==> config.mk <==
export PLATFORM = sky130hd
export DESIGN_NAME = actrd_stress_seq
export DESIGN_NICKNAME = d
export VERILOG_FILES = /design/src/rtl/actrd_pkg.sv /design/src/rtl/actrd_timebase.sv /design/src/rtl/actrd_decode.sv /design/src/rtl/actrd_stress_seq.sv
export SDC_FILE = /design/constraint.sdc
export NUM_CORES = 1
export LEC_CHECK = 0
export BUFFER_PORTS_ARGS = -buffer_cell sky130_fd_sc_hd__buf_2
export CAP_MARGIN = 0
export CORE_MARGIN = 4
export CORE_UTILIZATION = 50
export DETAILED_ROUTE_END_ITERATION = 8
export GPL_ROUTABILITY_DRIVEN = 0
export PLACE_DENSITY = 0.85
export SLEW_MARGIN = 20
export SYNTH_ARGS = -nofsm -noshare
export SYNTH_HDL_FRONTEND = slang
export SYNTH_HIERARCHICAL = 1
export SYNTH_SLANG_ARGS = --single-unit
==> constraint.sdc <==
create_clock -name clk -period 1.7 [get_ports clk]
set_input_delay 0.17 -clock clk [delete_from_list [all_inputs] [get_ports clk]]
set_output_delay 0.17 -clock clk [all_outputs]
set_load 0.02 [all_outputs]
==> src/rtl/actrd_pkg.sv <==
package actrd_pkg;

   typedef enum logic [1:0] {
      CMD_DES = 2'd0,
      CMD_ACT = 2'd1,
      CMD_RDA = 2'd2
   } actrd_cmd_e;

   localparam int         SLOTS_PER_WIN = 4;
   localparam int         SUBS_PER_WIN  = SLOTS_PER_WIN + 1;
   localparam int         AP_BIT        = 10;
   localparam logic [2:0] SLOT_PAD      = 3'(SLOTS_PER_WIN);
   localparam logic [7:0] TAG_FLAT      = 8'h00;
   localparam logic [7:0] TAG_TOGGLE    = 8'h33;

   // Everything that leaves the block apart from the pass counter
   typedef struct packed {
      logic          cke;
      logic          cs_n;
      logic          ras_n;
      logic          cas_n;
      logic          we_n;
      logic          odt;
      logic          dm;
      logic [2:0]    ba;
      logic [AP_BIT:0] a_lo;
      logic [7:0]    tag;
      logic [4:0]    sub;
      logic          fin;
   } actrd_bus_t;

   localparam actrd_bus_t BUS_IDLE = '{
      cke: 1'b1, cs_n: 1'b1, ras_n: 1'b1, cas_n: 1'b1, we_n: 1'b1,
      odt: 1'b0, dm: 1'b0, ba: 3'd0, a_lo: '0, tag: 8'h00,
      sub: 5'd0, fin: 1'b0
   };

endpackage

==> src/rtl/actrd_timebase.sv <==
module actrd_timebase
   import actrd_pkg::*;
#(
   parameter int RRD_CYC = 4,
   parameter int FAW_CYC = 20,
   parameter int LOOP_W  = 8
) (
   input  logic              clk,
   input  logic              rst,
   input  logic              start,
   input  logic              hold,
   output logic              run_o,
   output logic [2:0]        slot_o,
   output logic              first_o,
   output logic              second_o,
   output logic [1:0]        win_o,
   output logic              fin_o,
   output logic [LOOP_W-1:0] pass_o
);

   localparam int              PH_W    = (FAW_CYC > 2) ? $clog2(FAW_CYC) : 1;
   localparam int              RP_W    = (RRD_CYC > 2) ? $clog2(RRD_CYC) : 1;
   localparam logic [PH_W-1:0] PH_LAST = PH_W'(FAW_CYC - 1);
   localparam logic [RP_W-1:0] RP_LAST = RP_W'(RRD_CYC - 1);

   logic              run;
   logic [PH_W-1:0]   ph;
   logic [RP_W-1:0]   rp;
   logic [2:0]        slot;
   logic [1:0]        win;
   logic [LOOP_W-1:0] pass;

   always_ff @(posedge clk) begin
      if (rst) begin
         run  <= 1'b0;
         ph   <= '0;
         rp   <= '0;
         slot <= '0;
         win  <= '0;
         pass <= '0;
      end else if (!run) begin
         if (start && !hold) run <= 1'b1;
      end else if (ph == PH_LAST) begin
         ph   <= '0;
         rp   <= '0;
         slot <= '0;
         win  <= win + 2'd1;
         if (win == 2'd3) pass <= pass + LOOP_W'(1);
      end else begin
         ph <= ph + PH_W'(1);
         if (slot != SLOT_PAD) begin
            if (rp == RP_LAST) begin
               rp   <= '0;
               slot <= slot + 3'd1;
            end else begin
               rp <= rp + RP_W'(1);
            end
         end
      end
   end

   assign run_o    = run;
   assign slot_o   = slot;
   assign first_o  = (rp == RP_W'(0));
   assign second_o = (rp == RP_W'(1));
   assign win_o    = win;
   assign fin_o    = run && (ph == PH_LAST) && (win == 2'd3);
   assign pass_o   = pass;

endmodule

==> src/rtl/actrd_decode.sv <==
module actrd_decode
   import actrd_pkg::*;
(
   input  logic       run,
   input  logic [2:0] slot,
   input  logic       first,
   input  logic       second,
   input  logic [1:0] win,
   input  logic       fin,
   output actrd_bus_t bus
);

   logic       in_slot;
   logic       tog;
   actrd_cmd_e cmd;

   always_comb begin
      bus     = BUS_IDLE;
      in_slot = (slot != SLOT_PAD);
      // padding inherits the polarity of the last slot; upper half inverts
      tog     = (in_slot ? slot[0] : 1'b1) ^ win[1];
      if (!run)                   cmd = CMD_DES;
      else if (in_slot && first)  cmd = CMD_ACT;
      else if (in_slot && second) cmd = CMD_RDA;
      else                        cmd = CMD_DES;
      if (run) begin
         bus.ba   = {win[0], in_slot ? slot[1:0] : 2'b11};
         bus.a_lo = {1'b0, {AP_BIT{tog}}};
         bus.tag  = tog ? TAG_TOGGLE : TAG_FLAT;
         bus.sub  = 5'(win) * 5'(SUBS_PER_WIN) + 5'(slot);
         bus.fin  = fin;
      end
      unique case (cmd)
         CMD_ACT: begin
            bus.cs_n  = 1'b0;
            bus.ras_n = 1'b0;
         end
         CMD_RDA: begin
            bus.cs_n         = 1'b0;
            bus.cas_n        = 1'b0;
            bus.a_lo[AP_BIT] = 1'b1;
         end
         default: ;
      endcase
   end

endmodule

==> src/rtl/actrd_stress_seq.sv <==
module actrd_stress_seq
   import actrd_pkg::*;
#(
   parameter int RRD_CYC = 4,
   parameter int FAW_CYC = 20,
   parameter int ADDR_W  = 14,
   parameter int LOOP_W  = 8,
   parameter int REG_OUT = 1
) (
   input  logic              clk,
   input  logic              rst,
   input  logic              start,
   output logic              cke,
   output logic              cs_n,
   output logic              ras_n,
   output logic              cas_n,
   output logic              we_n,
   output logic              odt,
   output logic              dm,
   output logic [2:0]        ba,
   output logic [ADDR_W-1:0] addr,
   output logic [7:0]        rd_tag,
   output logic [4:0]        sub_idx,
   output logic [LOOP_W-1:0] loop_idx,
   output logic              pass_done,
   output logic              cfg_err
);

   localparam bit CFG_BAD = (RRD_CYC < 2) || (FAW_CYC < SLOTS_PER_WIN * RRD_CYC);
   localparam int A_HI    = ADDR_W - AP_BIT - 1;

   if (ADDR_W < AP_BIT + 1) begin : g_chk_aw
      $error("actrd_stress_seq: ADDR_W must cover the auto-precharge bit");
   end
   if (LOOP_W < 1) begin : g_chk_lw
      $error("actrd_stress_seq: LOOP_W must be at least 1");
   end
   if (REG_OUT != 0 && REG_OUT != 1) begin : g_chk_ro
      $error("actrd_stress_seq: REG_OUT must be 0 or 1");
   end

   logic              run;
   logic [2:0]        slot;
   logic              first;
   logic              second;
   logic [1:0]        win;
   logic              fin;
   logic [LOOP_W-1:0] pass_cnt;
   actrd_bus_t        d_bus;
   actrd_bus_t        q_bus;
   logic [LOOP_W-1:0] q_loop;

   actrd_timebase #(
      .RRD_CYC (RRD_CYC),
      .FAW_CYC (FAW_CYC),
      .LOOP_W  (LOOP_W)
   ) u_tb (
      .clk      (clk),
      .rst      (rst),
      .start    (start),
      .hold     (CFG_BAD),
      .run_o    (run),
      .slot_o   (slot),
      .first_o  (first),
      .second_o (second),
      .win_o    (win),
      .fin_o    (fin),
      .pass_o   (pass_cnt)
   );

   actrd_decode u_dec (
      .run    (run),
      .slot   (slot),
      .first  (first),
      .second (second),
      .win    (win),
      .fin    (fin),
      .bus    (d_bus)
   );

   if (REG_OUT != 0) begin : g_reg
      always_ff @(posedge clk) begin
         if (rst) begin
            q_bus  <= BUS_IDLE;
            q_loop <= '0;
         end else begin
            q_bus  <= d_bus;
            q_loop <= pass_cnt;
         end
      end
   end else begin : g_comb
      assign q_bus  = d_bus;
      assign q_loop = pass_cnt;
   end

   if (A_HI > 0) begin : g_wide
      assign addr = {{A_HI{1'b0}}, q_bus.a_lo};
   end else begin : g_exact
      assign addr = q_bus.a_lo;
   end

   assign cke       = q_bus.cke;
   assign cs_n      = q_bus.cs_n;
   assign ras_n     = q_bus.ras_n;
   assign cas_n     = q_bus.cas_n;
   assign we_n      = q_bus.we_n;
   assign odt       = q_bus.odt;
   assign dm        = q_bus.dm;
   assign ba        = q_bus.ba;
   assign rd_tag    = q_bus.tag;
   assign sub_idx   = q_bus.sub;
   assign pass_done = q_bus.fin;
   assign loop_idx  = q_loop;
   assign cfg_err   = CFG_BAD;

endmodule

==> results.yml, run 1 <==
outcome:
  status: "finished, final reports clean"
worst_hold_path:
  hold_class: "input port to register"
sta:
  finalSetupViolations: 0
  worst-slew-pin-transition_ns: 0.542
  fmax_mhz: 620
  fin_crit_sh: 0.949
  finalHoldViolCount: 0
  drv_slew: 0
  maxSlewHeadroom: 0.639
  rsz0062_at_grt: "false"
  fin_worst_skew_ns: 0.00774
  finalCriticalPeriod_ns: 1.61
pwr:
  leakage_nw: 1.40
  vdd_drop_max_v: 0.000582
  finalPower_mw: 2.95
  power_density_nw_per_um2: 939
route:
  wl_per_cell_um: 11.1
  vias: 1773
  routed_wl_mm: 4.27
  via_per_inst: 4.59
  final_antenna_net_count: 0
  drt-initial-drc-count: 51
  drc: 0
  dr.pass1.iters: 4
critical_path:
  critPathSlowestCell: "dfxtp_2"
  start_kind: "register"
  cp_top_family: "adder cells"
  cp.arrival_ns: 1.84
  crit_type: "register to register"
  worstPathMaxFanout: 2
  worstPathCellList: "ha_4 -> ha_2 -> fa_2 -> xor2_1 -> and2_1 -> nor2b_1"
  cpPeakStageDelay_ns: 0.34
  cp.buffers_inverters: 0
  crit_required_ns: 1.92
  cp-end-kind: "register"
grt:
  grt_usage: 0.140
  grt_max_degree: 35
  first_global_vias: 1634
  grt-ovfl-total: 0
  grt_antenna_before_repair: 0
  grt_pass1_wl_mm: 6.93
job:
  drv_cap: 0
place:
  place_area_um2: 2910
  port_buffers: 45
  dp_hpwl_mm: 3.10
synth:
  ys_seq_elements: 64
  syn-cell-area_um2: 2720
  synthAdderAreaFrac: 0.0810
  synthMuxAreaShare: 0.00737
  yosysSeqAreaShare: 0.471
  synth.distinct_cells: 43
  async_reset_ff_frac: 0
  synth_top_flop_cell: "dfxtp_1"
  syn_avg_cell_area_um2: 10.1
  synth_compound_area_frac: 0.0520
  synth_edf_count: 0
  synth_simple_gate_area_frac: 0.241
  synth-xor-area-share: 0.0355
  synth_top_family_by_area: "simple AND/OR/NAND/NOR gates"
  syn_inst: 269
  yosysWarnings: 6
clock_tree:
  cts_sinks: 64
  cts_tree: "built"
  clock_path_buffers: 2
  htree_levels: 3
  numCtsBuffers: 9
  ctsHoldBuffers: 0
  clkTransAtPathRegs_ns: 0.06
  clockRootBuffer: "clkbuf_8"
  clock_latency_ns: 0.33
finish:
  layout.nets: 332
  multiInputGateArea_um2: 1200
  area_delta_synth_final_pct: 15.5
  ff_latch_area_um2: 1280
  finalInstanceArea_um2: 3140
  drive_above_1_share: 0.275
  insertedDiodeCount: 0
  fill_cells: 432
floorplan:
  ioPinCount: 50
  core_area_um2: 5170
  die-height_um: 81.7
  fp-row-count: 26
  die_w_um: 81.7
  dieArea_um2: 6680
  floorplan.initialDensity: 0.525
layout by cell type, fill, tap and decap left out, types with 2 or more instances in the layout:
cell type and n:
dfxtp_1 62, buf_2 45, nor2b_1 42, ha_1 14, conb_1 13, clkbuf_8 12
nor2_1 12, a21oi_1 11, buf_4 10, inv_1 10, xnor2_1 8, nand2_1 6
and2_1 6, nand3_1 6, nor3_1 6, or2_1 5, nand4_1 4, nand2b_1 3
xor2_1 3, o21ai_0 3, clkinv_2 2, mux2i_1 2, o21ai_1 2, nand4bb_1 2
nor4_2 2, nor4_1 2, dfxtp_2 2
power breakdown:
group	switching [mW]	internal [mW]	total, mW
clock network	0.518	0.783	1.30
logic	0.0767	0.0415	0.118
registers	0.0110	1.52	1.53
total	0.605	2.34	2.95
cell usage after synthesis, types with 2 or more instances:
cell       count  share of area
a21oi_1       11          0.020
and2_1         6          0.014
buf_2          3         0.0055
buf_4         25          0.069
buf_6          4          0.017
clkbuf_1       2         0.0028
conb_1         3         0.0041
dfxtp_1       64           0.47
ha_1          16          0.074
inv_1         10          0.014
mux2i_1        2         0.0074
nand2_1        6         0.0083
nand2b_1       3         0.0069
nand3_1        6          0.011
nand4_1        4         0.0092
nand4bb_1      2         0.0083
nor2_1        12          0.017
nor2b_1       42          0.097
nor3_1         6          0.011
nor4_1         3         0.0069
o21ai_0        3         0.0055
o21ai_1        2         0.0037
or2_1          5          0.012
xnor2_1        8          0.026
xor2_1         3         0.0097
per-layer routing:
metal  vias up  wire length [µm]  track usage
met5         -                 0            0
met1       796              1800        0.135
met4         0                80       0.0997
met3         8               275       0.0461
li1        925                 -            -
met2        44              2120        0.247
what timing repair did:
| item | 4_1_cts | 5_1_grt |
|---|---|---|
| setup buffers | 0 | 0 |
| resized for setup | 2 | 2 |
| pin swaps | 0 | 1 |
| setup endpoints to repair | 1 | 2 |
final timing paths:
path | cells past startpoint | to | from | slack [ns]
setup / recovery | 6 | sub_idx[3] | u_tb/slot_o[1] | 0.09
hold / removal | 3 | u_tb/run_o | start | 0.07
setup reg to reg | 6 | sub_idx[3] | u_tb/slot_o[1] | 0.09
hold reg to reg | 2 | u_tb/rp[1] | u_tb/rp[1] | 0.49
flip-flops by register name, summed over array words and instances (netlist names), 3 cells and up:
| register | count |
|---|---|
| u_tb/ph | 5 |
| u_tb/pass_o | 8 |
| u_tb/slot_o | 3 |
| sub_idx | 5 |
| rd_tag | 8 |
| loop_idx | 8 |
| ba | 3 |
| addr | 11 |
final cells by class:
type / count / share of cell area
multi-input combinational: 171 / 0.384
tap: 70 / 0.0279
sequential: 64 / 0.409
inverter: 10 / 0.0120
clock inverter: 3 / 0.0128
timing repair buffer: 56 / 0.102
clock buffer: 12 / 0.0526
stage by stage:
stage	std cells	hold WS, ns	util	setup TNS, ns	setup WS (ns)
global route	386	0.0555	0.607	0	0.0306
finish	386	0.0695	0.607	0	0.0867
global placement	371	0.399	0.563	0	0.00935
floorplan	279	0.242	-	0	0.00441
detailed placement	371	0.402	0.563	-0.0415	-0.0415
CTS	386	0.0481	0.603	0	0.0332
tightest hold or removal path: cells and delay by family:
family / cells / cell delay [ns]
buffers and inverters: 1 / 0.08
AOI/OAI and AO/OA: 1 / 0.05
and+or+nand+nor: 1 / 0.07
logic make-up (layout without fill, tap and decap cells):
kind of cell,after synthesis,count (layout)
AO/OA/AOI/OAI,23,23
flip-flops,64,64
adder cells (fa/ha/maj),17,17
other,3,13
buffers and inverters,44,81
AND/OR/NAND/NOR,105,105
XOR/XNOR,11,11
multiplexers,2,2
Power figures use the tool's default switching activity.
==> inputs of run 2 (changes only) <==
--- a/config.mk
+++ b/config.mk
@@ -7,7 +7,8 @@
 export LEC_CHECK = 0
 export BUFFER_PORTS_ARGS = -buffer_cell sky130_fd_sc_hd__buf_2
 export CAP_MARGIN = 0
-export CORE_MARGIN = 4
+export CORE_ASPECT_RATIO = 2
+export CORE_MARGIN = 2
 export CORE_UTILIZATION = 50
 export DETAILED_ROUTE_END_ITERATION = 8
 export GPL_ROUTABILITY_DRIVEN = 0
==> results.yml, run 2 (synthesized netlist as in run 1, its figures left out) <==
critical_path:
  crit_type: "register to register"
  cp.arrival_ns: 1.87
  timing.rr.end: "sub_idx[3]"
  reg2regPathDepth: 6
  worstPathMaxFanout: 2
  start_kind: "register"
  cp-end-kind: "register"
  r2r_start: "u_tb/slot_o[1]"
  r2r_slack_ns: 0.03
  crit_required_ns: 1.90
sta:
  layout_setup_ws_ns: 0.0294
  drv_slew: 0
  maxSlewHeadroom: 0.613
  finalSetupViolations: 0
  fmax_mhz: 599
  fin_worst_skew_ns: 0.00653
  finalHoldViolCount: 0
  tns_ns: 0
  fin_crit_sh: 0.983
  rsz0062_at_grt: "true"
  worst-slew-pin-transition_ns: 0.580
  finalCriticalPeriod_ns: 1.67
grt:
  grt_use_met3: 0.0431
  grt_use_met1: 0.168
  grt_pass1_wl_mm: 7.49
  grt_antenna_before_repair: 0
  grt_max_degree: 33
  busiest_layer: "met2"
  gr-usage-met2: 0.276
  grt_usage: 0.158
  grt-ovfl-total: 0
  first_global_vias: 1759
finish:
  layout_commonest_cell: "dfxtp_1"
  largest_reg_flops: 11
  multiInputGateArea_um2: 1190
  area_delta_synth_final_pct: 15.2
  layout.nets: 332
  fin_util: 0.588
  insertedDiodeCount: 0
  ff_latch_area_um2: 1280
  drive_above_1_share: 0.278
  fill_cells: 466
  final_cell_mix: "61 x dfxtp_1, 45 x buf_2, 42 x nor2b_1"
route:
  vias: 1821
  routed_wl_mm: 4.46
  drt-initial-drc-count: 51
  dr.pass1.iters: 4
  final_antenna_net_count: 0
  via_per_inst: 4.83
  drc: 0
  wl_per_cell_um: 11.8
worst_hold_path:
  min_from: "start"
  hold_depth: 3
  hold_class: "input port to register"
  hold_end: "u_tb/run_o"
floorplan:
  floorplan.initialDensity: 0.510
  core_area_um2: 5330
  die-height_um: 108
  fp-row-count: 38
  dieArea_um2: 6080
  ioPinCount: 50
  die_w_um: 56.1
clock_tree:
  ctsHoldBuffers: 0
  numCtsBuffers: 9
  clock_latency_ns: 0.33
  clkTransAtPathRegs_ns: 0.07
  clock_path_buffers: 2
  cts_sinks: 64
  htree_levels: 3
  cts_tree: "built"
  clockRootBuffer: "clkbuf_8"
pwr:
  finalPower_mw: 3.04
  vdd_drop_max_v: 0.00104
  leakage_nw: 1.40
  power_density_nw_per_um2: 971
place:
  port_buffers: 45
  place_ws_ns: -0.0627
  dp_hpwl_mm: 3.18
job:
  drv_cap: 0
outcome:
  status: "finished, final reports clean"
==> run 2: how the worst max path moves through the flow <==
stage	startpoint	slack [ns]	endpoint
final	u_tb/slot_o[1]	0.03	sub_idx[3]
after detailed placement	u_tb/slot_o[1]	-0.06	sub_idx[3]
after floorplan	u_tb/slot_o[1]	0.004	sub_idx[3]
after CTS	u_tb/slot_o[1]	0.009	sub_idx[3]
after global placement	u_tb/slot_o[1]	-0.02	sub_idx[3]
after global routing	u_tb/ph[0]	-0.04	u_tb/win_o[0]
==> run 2: layout make-up <==
class | instances | area share
flip-flops and latches | 64 | 0.410
repair buffers | 56 | 0.102
clock inverters | 7 | 0.0308
multi-input cells | 171 | 0.381
inverters | 10 | 0.0120
clock buffers | 9 | 0.0396
well taps | 60 | 0.0240
==> run 2: power breakdown <==
group | switching [mW] | internal, mW
Sequential | 0.0114 | 1.52
Clock | 0.564 | 0.823
Combinational | 0.0784 | 0.0432
Total | 0.654 | 2.38
==> run 2: routing by layer <==
layer	share of wire	routed length, µm	up-vias
met5	0	0	-
met3	0.057	252	13
met2	0.51	2280	56
li1	-	-	923
met4	0.025	113	0
met1	0.41	1820	829
==> run 2: repair_timing <==
item                                    4_1_cts  5_1_grt
buffers inserted                              0        0
resized for setup                             2        2
endpoints found under the setup margin        1        2
pin swaps                                     0        1
==> run 2: metrics by stage <==
step,instance area (µm²),hold WS (ns),cells
final,3130,0.0872,377
after floorplan,2760,0.242,279
after detailed placement,2900,0.417,361
after global routing,3130,0.0994,377
after global placement,2900,0.398,361
after CTS,3120,0.0679,377
==> run 2: worst max-delay path: stages (launching register included) <==
cell and delay, ns:
dfxtp_2 0.32, ha_1 0.29, ha_2 0.19, fa_2 0.33
xor2_1 0.14, and2_1 0.14, nor2b_1 0.12
==> inputs of run 3 (changes only) <==
--- a/config.mk
+++ b/config.mk
@@ -13,6 +13,7 @@
 export DETAILED_ROUTE_END_ITERATION = 8
 export GPL_ROUTABILITY_DRIVEN = 0
 export PLACE_DENSITY = 0.85
+export REMOVE_ABC_BUFFERS = 1
 export SLEW_MARGIN = 20
 export SYNTH_ARGS = -nofsm -noshare
 export SYNTH_HDL_FRONTEND = slang
==> results.yml, run 3 (synthesized netlist as in run 1, its figures left out) <==
finish:
  final_cell_mix: "61 x dfxtp_1, 45 x buf_2, 42 x nor2b_1"
  drive_above_1_share: 0.274
  largest_reg_flops: 11
  area_delta_synth_final_pct: 14.4
  layout.nets: 333
  fill_cells: 436
  insertedDiodeCount: 0
  layout_commonest_cell: "dfxtp_1"
  fin_util: 0.584
pwr:
  finalPower_mw: 2.82
  power_density_nw_per_um2: 907
  vdd_drop_max_v: 0.000644
  leakage_nw: 1.39
floorplan:
  dieArea_um2: 6080
  die_w_um: 56.1
  die-height_um: 108
  ioPinCount: 50
  fp-row-count: 38
  core_area_um2: 5330
  floorplan.initialDensity: 0.510
critical_path:
  worstPathCellList: "ha_4 -> ha_2 -> fa_2 -> xor2_1 -> and2_1 -> nor2b_1"
  cp_top_family: "adder cells"
  timing.rr.end: "sub_idx[3]"
  r2r_start: "u_tb/win_o[1]"
  cpPeakStageDelay_ns: 0.34
  worstPathMaxFanout: 2
  crit_type: "register to register"
  cp.buffers_inverters: 0
  start_kind: "register"
  critPathSlowestCell: "dfxtp_2"
  cp-end-kind: "register"
  crit_cells: 6
  cp.arrival_ns: 1.83
  r2r_slack_ns: 0.06
  reg2regPathDepth: 6
  crit_required_ns: 1.90
sta:
  worst-slew-pin-transition_ns: 0.551
  maxSlewHeadroom: 0.633
  fin_hold_ws_ns: 0.0850
  finalSetupViolations: 0
  fin_crit_sh: 0.962
  fin_worst_skew_ns: 0.00608
  drv_slew: 0
  finalCriticalPeriod_ns: 1.64
  fmax_mhz: 612
  finalHoldViolCount: 0
  tns_ns: 0
grt:
  grt-ovfl-total: 0
  grt_antenna_before_repair: 0
  grt_pass1_wl_mm: 7.16
  grt_usage: 0.152
  grt_max_degree: 33
  first_global_vias: 1750
route:
  wl_met2_mm: 2.30
  highest-signal-layer: "met4"
  dr_wl_met3_um: 250
  met1_length_mm: 1.70
  dr.pass1.iters: 4
  final_antenna_net_count: 0
  drc: 0
  vias: 1802
  wl_per_cell_um: 11.5
  routed_wl_mm: 4.34
  drt-initial-drc-count: 10
  via_per_inst: 4.77
clock_tree:
  clkTransAtPathRegs_ns: 0.06
  htree_levels: 3
  clock_path_buffers: 2
  numCtsBuffers: 9
  cts_tree: "built"
  cts_sinks: 64
  clock_latency_ns: 0.34
  clockRootBuffer: "clkbuf_8"
outcome:
  status: "finished, final reports clean"
worst_hold_path:
  hold_class: "input port to register"
  hold_depth: 3
  min_from: "start"
  hold_end: "u_tb/run_o"
place:
  dp_hpwl_mm: 3.17
  port_buffers: 45
job:
  drv_cap: 0
==> run 3: cell types whose count changed in the layout (fill, tap and decap cells not counted), sizes merged <==
cell      change
buf           +1
clkinv        -1
clkinvlp      -2
clkbuf        +5
bufinv        -2
==> run 3: layer usage <==
layer,global-route usage,vias up
met3,0.0490,8
met5,0,-
li1,-,929
met2,0.277,51
met1,0.145,814
met4,0.0901,0
==> run 3: worst register-to-register path, cell delays in order, from the launching register on <==
cell and delay, ns:
dfxtp_2 0.34, ha_4 0.23, ha_2 0.18, fa_2 0.33, xor2_1 0.15, and2_1 0.15
nor2b_1 0.12
==> run 3: worst max-delay path by stage <==
| stage | start | end | slack, ns |
|---|---|---|---|
| global route | u_tb/win_o[1] | u_tb/pass_o[3] | -0.004 |
| CTS | u_tb/win_o[1] | sub_idx[3] | 0.001 |
| global placement | u_tb/slot_o[1] | sub_idx[3] | -0.01 |
| detailed placement | u_tb/slot_o[1] | sub_idx[3] | -0.08 |
| finish | u_tb/win_o[1] | sub_idx[3] | 0.06 |
| floorplan | u_tb/win_o[1] | sub_idx[3] | -0.02 |
==> run 3: final cells by class <==
type	instances	area (µm²)	area share
timing repair buffer	57	328	0.105
sequential	64	1280	0.413
multi-input combinational	171	1200	0.386
clock buffer	14	173	0.0555
inverter	10	37.5	0.0121
clock inverter	2	12.5	0.00402
tap	60	75.1	0.0241
==> run 3: metrics by stage <==
stage | std cells | setup WS, ns | cell area (µm²)
global route | 378 | -0.00419 | 3110
floorplan | 245 | -0.0241 | 2500
CTS | 377 | 0.00129 | 3090
global placement | 361 | -0.0102 | 2900
finish | 378 | 0.0650 | 3110
detailed placement | 361 | -0.0790 | 2900
==> run 3: where the power goes <==
part           switching, mW  internal (mW)  leakage (nW)
Sequential            0.0138           1.52         0.520
Clock                  0.521          0.647        0.0927
Combinational         0.0749         0.0429         0.780
Total                  0.610           2.21          1.39
==> run 3: repair_timing <==
action,in CTS,in global routing
hold endpoints to repair,0,0
pin swaps,1,1
hold buffers,0,0
setup endpoints to repair,1,2
resized for setup,2,4
setup buffers,0,1
